## config.mk

```make
export PLATFORM = sky130hd
export DESIGN_NAME = fpe_ctrl
export DESIGN_NICKNAME = d
export VERILOG_FILES = /design/src/rtl/fpe_pkg.sv /design/src/rtl/fpe_addr_window.sv /design/src/rtl/fpe_ctl_regs.sv /design/src/rtl/fpe_target_latch.sv /design/src/rtl/fpe_ctrl.sv
export SDC_FILE = /design/constraint.sdc
export NUM_CORES = 1
export LEC_CHECK = 0
export ABC_AREA = 1
export BUFFER_PORTS_ARGS = -buffer_cell sky130_fd_sc_hd__buf_2
export CORE_ASPECT_RATIO = 1.25
export CORE_MARGIN = 4
export CORE_UTILIZATION = 40
export DETAILED_ROUTE_END_ITERATION = 10
export GPL_TIMING_DRIVEN = 0
export PLACE_DENSITY = 0.71
export SETUP_SLACK_MARGIN = 0.05
export SYNTH_ARGS = -nofsm -noshare
export SYNTH_HDL_FRONTEND = slang
export SYNTH_SLANG_ARGS = --single-unit
export TNS_END_PERCENT = 50
```

## constraint.sdc

```tcl
create_clock -name clk -period 1.3 [get_ports clk]
set_input_delay 0.195 -clock clk [delete_from_list [all_inputs] [get_ports clk]]
set_output_delay 0.195 -clock clk [all_outputs]
set_load 0.01 [all_outputs]
```

## src/rtl/fpe_pkg.sv

```systemverilog
package fpe_pkg;
    localparam int CTL_W = 3;
    localparam int RD_W  = CTL_W + 1;

    // Bit order is the register layout: erase = bit 2, capt = bit 1, arm = bit 0.
    typedef struct packed {
        logic erase;
        logic capt;
        logic arm;
    } fpe_ctl_t;

    typedef struct packed {
        fpe_ctl_t ctl;
        logic     tgt_ok;
    } fpe_state_t;
endpackage

```

## src/rtl/fpe_addr_window.sv

```systemverilog
module fpe_addr_window #(
    parameter int          AW       = 16,
    parameter int unsigned ARR_BASE = 32'h4000,
    parameter int unsigned ARR_SIZE = 32'h8000
) (
    input  logic [AW-1:0] addr,
    output logic          hit
);
    localparam logic [AW:0] LO = (AW+1)'(ARR_BASE);
    localparam logic [AW:0] HI = (AW+1)'(ARR_BASE + ARR_SIZE);

    logic [AW:0] addr_x;

    always_comb begin
        addr_x = {1'b0, addr};
        hit    = (addr_x >= LO) && (addr_x < HI);
    end
endmodule

```

## src/rtl/fpe_ctl_regs.sv

```systemverilog
module fpe_ctl_regs
    import fpe_pkg::*;
(
    input  logic       clk,
    input  logic       rst_n,
    input  logic       wr_en,
    input  fpe_ctl_t   wr_ctl,
    input  logic       cap_fire,
    output fpe_state_t st_q
);
    fpe_state_t st_d;
    logic       locked;

    always_comb begin
        st_d   = st_q;
        locked = st_q.ctl.arm && wr_ctl.arm;
        if (wr_en && !locked) begin
            // An enable that drops is applied first, so the rest of this write takes effect now.
            st_d.ctl.capt  = wr_ctl.capt;
            st_d.ctl.erase = wr_ctl.erase;
            st_d.ctl.arm   = st_q.ctl.arm ? 1'b0
                           : (wr_ctl.arm && wr_ctl.capt && st_q.tgt_ok);
        end
        if (cap_fire) begin
            st_d.tgt_ok = 1'b1;
        end
        if (!st_d.ctl.capt) begin
            st_d.tgt_ok = 1'b0;
        end
    end

    always_ff @(posedge clk or negedge rst_n) begin
        if (!rst_n) begin
            st_q <= '0;
        end else begin
            st_q <= st_d;
        end
    end
endmodule

```

## src/rtl/fpe_target_latch.sv

```systemverilog
module fpe_target_latch #(
    parameter int AW = 16,
    parameter int DW = 8
) (
    input  logic          clk,
    input  logic          rst_n,
    input  logic          load,
    input  logic [AW-1:0] addr_in,
    input  logic [DW-1:0] data_in,
    output logic [AW-1:0] addr_q,
    output logic [DW-1:0] data_q
);
    typedef struct packed {
        logic [AW-1:0] addr;
        logic [DW-1:0] data;
    } tgt_t;

    tgt_t tgt_d, tgt_q;

    always_comb begin
        tgt_d = tgt_q;
        if (load) begin
            tgt_d.addr = addr_in;
            tgt_d.data = data_in;
        end
    end

    always_ff @(posedge clk or negedge rst_n) begin
        if (!rst_n) begin
            tgt_q <= '0;
        end else begin
            tgt_q <= tgt_d;
        end
    end

    assign addr_q = tgt_q.addr;
    assign data_q = tgt_q.data;
endmodule

```

## src/rtl/fpe_ctrl.sv

```systemverilog
module fpe_ctrl
    import fpe_pkg::*;
#(
    parameter int          AW       = 16,
    parameter int          DW       = 8,
    parameter int unsigned ARR_BASE = 32'h4000,
    parameter int unsigned ARR_SIZE = 32'h8000
) (
    input  logic             clk,
    input  logic             rst_n,
    input  logic             ctl_wr_en,
    input  logic [CTL_W-1:0] ctl_wr_data,
    output logic [RD_W-1:0]  ctl_rd_data,
    input  logic             arr_wr_en,
    input  logic [AW-1:0]    arr_wr_addr,
    input  logic [DW-1:0]    arr_wr_data,
    output logic             arr_commit,
    output logic [AW-1:0]    tgt_addr,
    output logic [DW-1:0]    tgt_data,
    output logic             erase_mode,
    output logic             hv_en,
    output logic             tgt_valid
);
    fpe_state_t st_q;
    logic       in_win;
    logic       cap_fire;

    fpe_addr_window #(
        .AW(AW), .ARR_BASE(ARR_BASE), .ARR_SIZE(ARR_SIZE)
    ) u_win (
        .addr(arr_wr_addr),
        .hit (in_win)
    );

    // Capture only the first in-window write after capture enable is set.
    always_comb begin
        cap_fire   = arr_wr_en && in_win && st_q.ctl.capt && !st_q.tgt_ok;
        arr_commit = arr_wr_en && in_win && !st_q.ctl.capt;
    end

    fpe_ctl_regs u_regs (
        .clk     (clk),
        .rst_n   (rst_n),
        .wr_en   (ctl_wr_en),
        .wr_ctl  (fpe_ctl_t'(ctl_wr_data)),
        .cap_fire(cap_fire),
        .st_q    (st_q)
    );

    fpe_target_latch #(.AW(AW), .DW(DW)) u_tgt (
        .clk    (clk),
        .rst_n  (rst_n),
        .load   (cap_fire),
        .addr_in(arr_wr_addr),
        .data_in(arr_wr_data),
        .addr_q (tgt_addr),
        .data_q (tgt_data)
    );

    assign ctl_rd_data = {st_q.tgt_ok, st_q.ctl};
    assign erase_mode  = st_q.ctl.erase;
    assign hv_en       = st_q.ctl.arm;
    assign tgt_valid   = st_q.tgt_ok;
endmodule

```

---- Yosys cells after proc, flatten, opt, wreduce, memory -nomap -nowiden ----
Index checks and enable logic that the tools add are counted.
storage, ports and cells
  bits in registers ....................... 28
  latch bits .............................. 0
  RAM bits ................................ 0
  ROM bits ................................ 0
  input port bits ......................... 31
  output and inout port bits .............. 32
  logic and storage cells ................. 25
  memories ................................ 0
cells by class
  add/subtract/negate cells ............... 0
  $mul .................................... 0
  div/mod/pow operators ................... 0
  order comparisons ....................... 2
  equal/unequal tests ..................... 1
  shift-type cells ........................ 0
  multiplexer cells ....................... 4
  bitwise gates (word level) .............. 0
  reductions and logical operators ........ 12
operators with widths
  kind                    number
  $ge A16 B15 Y1 const B  1
  $lt A16 B16 Y1 const B  1
  $logic_and A1 B1 Y1     9
  $logic_not A1 Y1        3
  $mux W1                 3
  $mux W2                 1
  $ne A2 B2 Y1 const B    1

---- Depth between registers and ports, before layout ----
  depth in word-level cells ............... 7
  depth in mapped cells ................... 7
  gate-level depth less buffers ........... 6

---- By module ----
A second synthesis with hierarchy kept.
second synthesis, totals
  cells, all modules ...................... 139
  area total of the unflattened synthesis .. 1213.7 µm²
modules (own cells, without submodules)
  module            times used  cells an instance  area each (µm²)  sequential area each (µm²)
  fpe_target_latch  1           102                974.7            600.6
  fpe_ctl_regs      1           24                 178.9            100.1
  fpe_ctrl          1           8                  41.3             0.0
  fpe_addr_window   1           5                  18.8             0.0

---- Worst setup path before layout ----
Ideal clock, no wire load.
  path type ............................... register to register
  start ................................... reg u_regs.st_q[2] (netlist name)
  end ..................................... reg u_tgt.tgt_q (netlist bit u_tgt.addr_q[0])
  library setup time ...................... 0.117 ns
  arrival ................................. 0.966 ns
  data required time ...................... 1.183 ns
  setup slack ............................. 0.217 ns
  cell stages (with the launch flop) ...... 7
  buffers on the path ..................... 1
  clock period less this slack ............ 1.083 ns
  cell sequence ........................... dfrtp_1 -> inv_1 -> nor2_4 -> nand2_4 -> buf_6 -> nand2_1 -> nand2_1
on the way
  longest elaborated chain between the ends .. 2
ends and longest elaborated chain
  what                               RTL line                source
  $logic_and A1 B1 Y1 (2 in series)  fpe_ctrl.sv:37          cap_fire = arr_wr_en && in_win && st_q.ctl.capt && !st_q.tgt_ok;
  end signal: assignment             fpe_target_latch.sv:32  tgt_q <= tgt_d;
  end: declaration                   fpe_target_latch.sv:18  tgt_t tgt_d, tgt_q;
No other way between the ends.
A chain may end at the register's enable or synchronous reset.

---- Worst setup path after layout ----
  start ................................... reg u_regs.st_q[2] (netlist name)
  end ..................................... out ctl_rd_data[1]
RTL lines
  what              RTL line        source
  end: declaration  fpe_ctrl.sv:13  output logic [RD_W-1:0] ctl_rd_data,
No word-level cell between the ends.

==> summary.txt <==
Synth
  • Synth Cell Area: 1210 um2
  • Seq/Total Area, Yosys: 0.5791
  • Post-synth EDFFs: 0
  • Ys Warns: 0
  • Synthesized area per cell: 8.896 um2
  • Top FF cell, synth: dfrtp_1
  • Yosys cell types: 16
  • Synth Instances: 136
  • Synth Register Bits: 28
  • Async SR Flop Fraction: 1.000
  • Mapped Nets: 167

Final layout
  • Antenna diodes: 0
  • Fillers: 292
  • Nets: 241
  • Area Growth Syn to Fin: 38.16%
  • Layout Utilization: 0.5729
  • Post-route cell area: 1672 um2
  • Layout cell share with drive strength beyond 1: 0.4183

Setup path
  • Delay-heaviest family, CP: flip-flops
  • CP Cell Sequence: buf_4 > buf_2
  • CP Launch Type: register
  • Type of destination of the critical path: output port
  • Delay of the slowest critical-path stage: 420 ps
  • Slowest-stage cell, CP: dfrtp_1
  • Crit-path max FO: 3
  • Critical Path AT: 1010 ps
  • Worst path required time: 1110 ps
  • Crit path kind: reg2out
  • Worst Path Buf+Inv: 2

Global route
  • Gr ovfl total: 0
  • Largest net degree at the start of global routing: 29
  • Global-route wire length before repair: 4.857 mm
  • Number of global-route vias before repair: 1124
  • Tot GR Track Use: 0.1495
  • Antenna violations before repair: 0

Detailed routing
  • DR WL/cell: 12.09 um
  • Final ANT Viol Nets: 0
  • Initial DRC count: 34
  • WL final: 2.949 mm
  • Remaining DRCs: 0
  • Via Count: 1156
  • Vias per inst: 4.738
  • DRT Pass-1 Iters: 4

Floorplan
  • Core Rows: 22
  • CORE AREA: 2918 um2
  • Ports: 63
  • Die W: 57.19 um
  • Die Height: 69.49 um
  • Starting Density: 0.4147
  • Die area: 3974 um2

Power
  • Sw frac: 0.3400
  • Leak: 0.9914 nW
  • Comb pwr share: 0.354
  • Overall power: 2.405 mW
  • Clk pwr share: 0.140
  • Pwr per Cell Area: 1439 nW/um2
  • Worst IR Drop VDD: 0.6444 mV
  • Net Switching: 0.8176 mW
  • Internal power: 1.587 mW
  • Register share of total power: 0.506

STA
  • RSZ-0062 raised after global routing: yes
  • Max-slew headroom: 0.5916
  • Fin worst setup slack: 90.62 ps
  • Worst Clk Skew: 3.312 ps
  • Final setup fails: 0
  • Tcrit/Tclk final: 0.9303
  • Slew Limit Fails: 0
  • Worst-Margin Slew: 612.6 ps
  • Fmax achieved: 826.9 MHz
  • TNS Setup: 0 ps
  • Crit path time final: 1209 ps
  • Hold Vio Cnt, Final: 0

CTS
  • Clk sink count: 28
  • CTS tree: built
  • Cts bufs inserted: 3
  • Clock Tree Root: clkbuf_4
  • Htree depth: 1
  • Worst-skew pair later-pin latency: 320 ps
  • Clk slew on worst S/H paths: 130 ps
  • Max clock buf depth: 2

Placement
  • Placement-stage worst setup slack: 114.9 ps
  • Cell Area, Placed: 1565 um2
  • Routability cong.: 0.7801
  • I/O Buffers: 62
  • Post-DP HPWL: 2.248 mm

Min path
  • Hold WC Path Type: in2reg

Flow run
  • Max-cap violations: 0

Run status
  • Outcome: finished, final reports clean
[cells in the mapped netlist, types with 2 or more instances]
cell	instances	share of area
nand3_1	26	0.11
buf_6	2	0.019
inv_1	5	0.016
buf_2	2	0.0083
nor2_4	2	0.019
nand2_1	57	0.18
dfrtp_1	28	0.58
buf_4	5	0.031
nor2_1	2	0.0062
[worst register-to-register path: cells and delay by family (launching register included)]
kind	cells	cell delay [ps]
buffers and inverters	3	360
DFF	1	390
and+or+nand+nor	4	360
[through the flow]
| step | cells | hold slack (ps) |
|---|---|---|
| detailed placement | 234 | 240.6 |
| finish | 244 | 96.40 |
| CTS | 239 | 86.87 |
| global route | 244 | 88.21 |
| global placement | 234 | 235.8 |
| floorplan | 136 | -100.6 |
[timing repair]
action | 4_1_cts | 5_1_grt
hold buffers | 1 | 0
pin swaps | 1 | 1
buffers inserted | 1 | 4
gates resized for setup | 1 | 7
endpoints found under the hold margin | 28 | 0
gates cloned | 0 | 1
setup endpoints to repair | 2 | 24
[power by group through the flow]
stage / clock [mW] / combinational, mW / sequential, mW
after floorplan: 0 / 0.306 / 1.35
after global placement: 0 / 0.788 / 1.23
after detailed placement: 0 / 0.808 / 1.24
after CTS: 0.359 / 0.819 / 1.22
after global routing: 0.399 / 0.952 / 1.25
final: 0.336 / 0.852 / 1.22
[metal layers]
layer  routed length [um]  GRT usage  vias up
met5                    0          0        -
met4                   23    0.05412        0
met3                  219    0.02421        4
met2                 1483     0.2554       43
met1                 1223     0.1869      533
li1                     -          -      576
[area by class of cell]
| class | count | area [um2] | area share |
|---|---|---|---|
| buffer | 9 | 75.07 | 0.04491 |
| sequential | 28 | 703.2 | 0.4207 |
| clock buffer | 3 | 22.52 | 0.01347 |
| timing repair buffer | 69 | 381.6 | 0.2283 |
| inverter | 5 | 18.77 | 0.01123 |
| tap | 36 | 45.04 | 0.02695 |
| multi-input combinational | 94 | 425.4 | 0.2545 |
[state kept, by name, summed over array words and instances (netlist names)]
name / count
u_tgt.data_q: 8
u_tgt.addr_q: 16
u_regs.st_q: 4
[layout by cell type (no fill, tap or decap), drive strengths merged]
cell type / count
inv: 5
nand4: 1
nand3: 26
buf: 77
nand2: 59
clkbuf: 3
dlygate4sd3: 1
a21oi: 1
o21ai: 1
nand3b: 1
nor2: 4
dfrtp: 28
nor3: 1
[final timing paths]
check	cells after the start	start	slack (ps)	to
worst max-delay path	2	u_regs.st_q[2]	90	ctl_rd_data[1]
worst min-delay path	3	arr_wr_data[6]	100	u_tgt.data_q[6]
worst min register to register	2	u_tgt.data_q[3]	480	u_tgt.data_q[3]
worst max register to register	7	u_regs.st_q[2]	90	u_tgt.data_q[1]
min in group asynchronous	2	rst_n	400	u_tgt.addr_q[1]
max in group asynchronous	2	rst_n	460	u_regs.st_q[1]
[logic make-up (layout without fill, tap and decap cells)]
kind of cell	count (synthesis)	after routing	share of synthesized area
buf+inv	14	86	0.07343
flops	28	28	0.5791
compound gates	2	2	0.008265
simple gates	92	92	0.3392
Note: power is estimated with default switching activity, not from simulation.
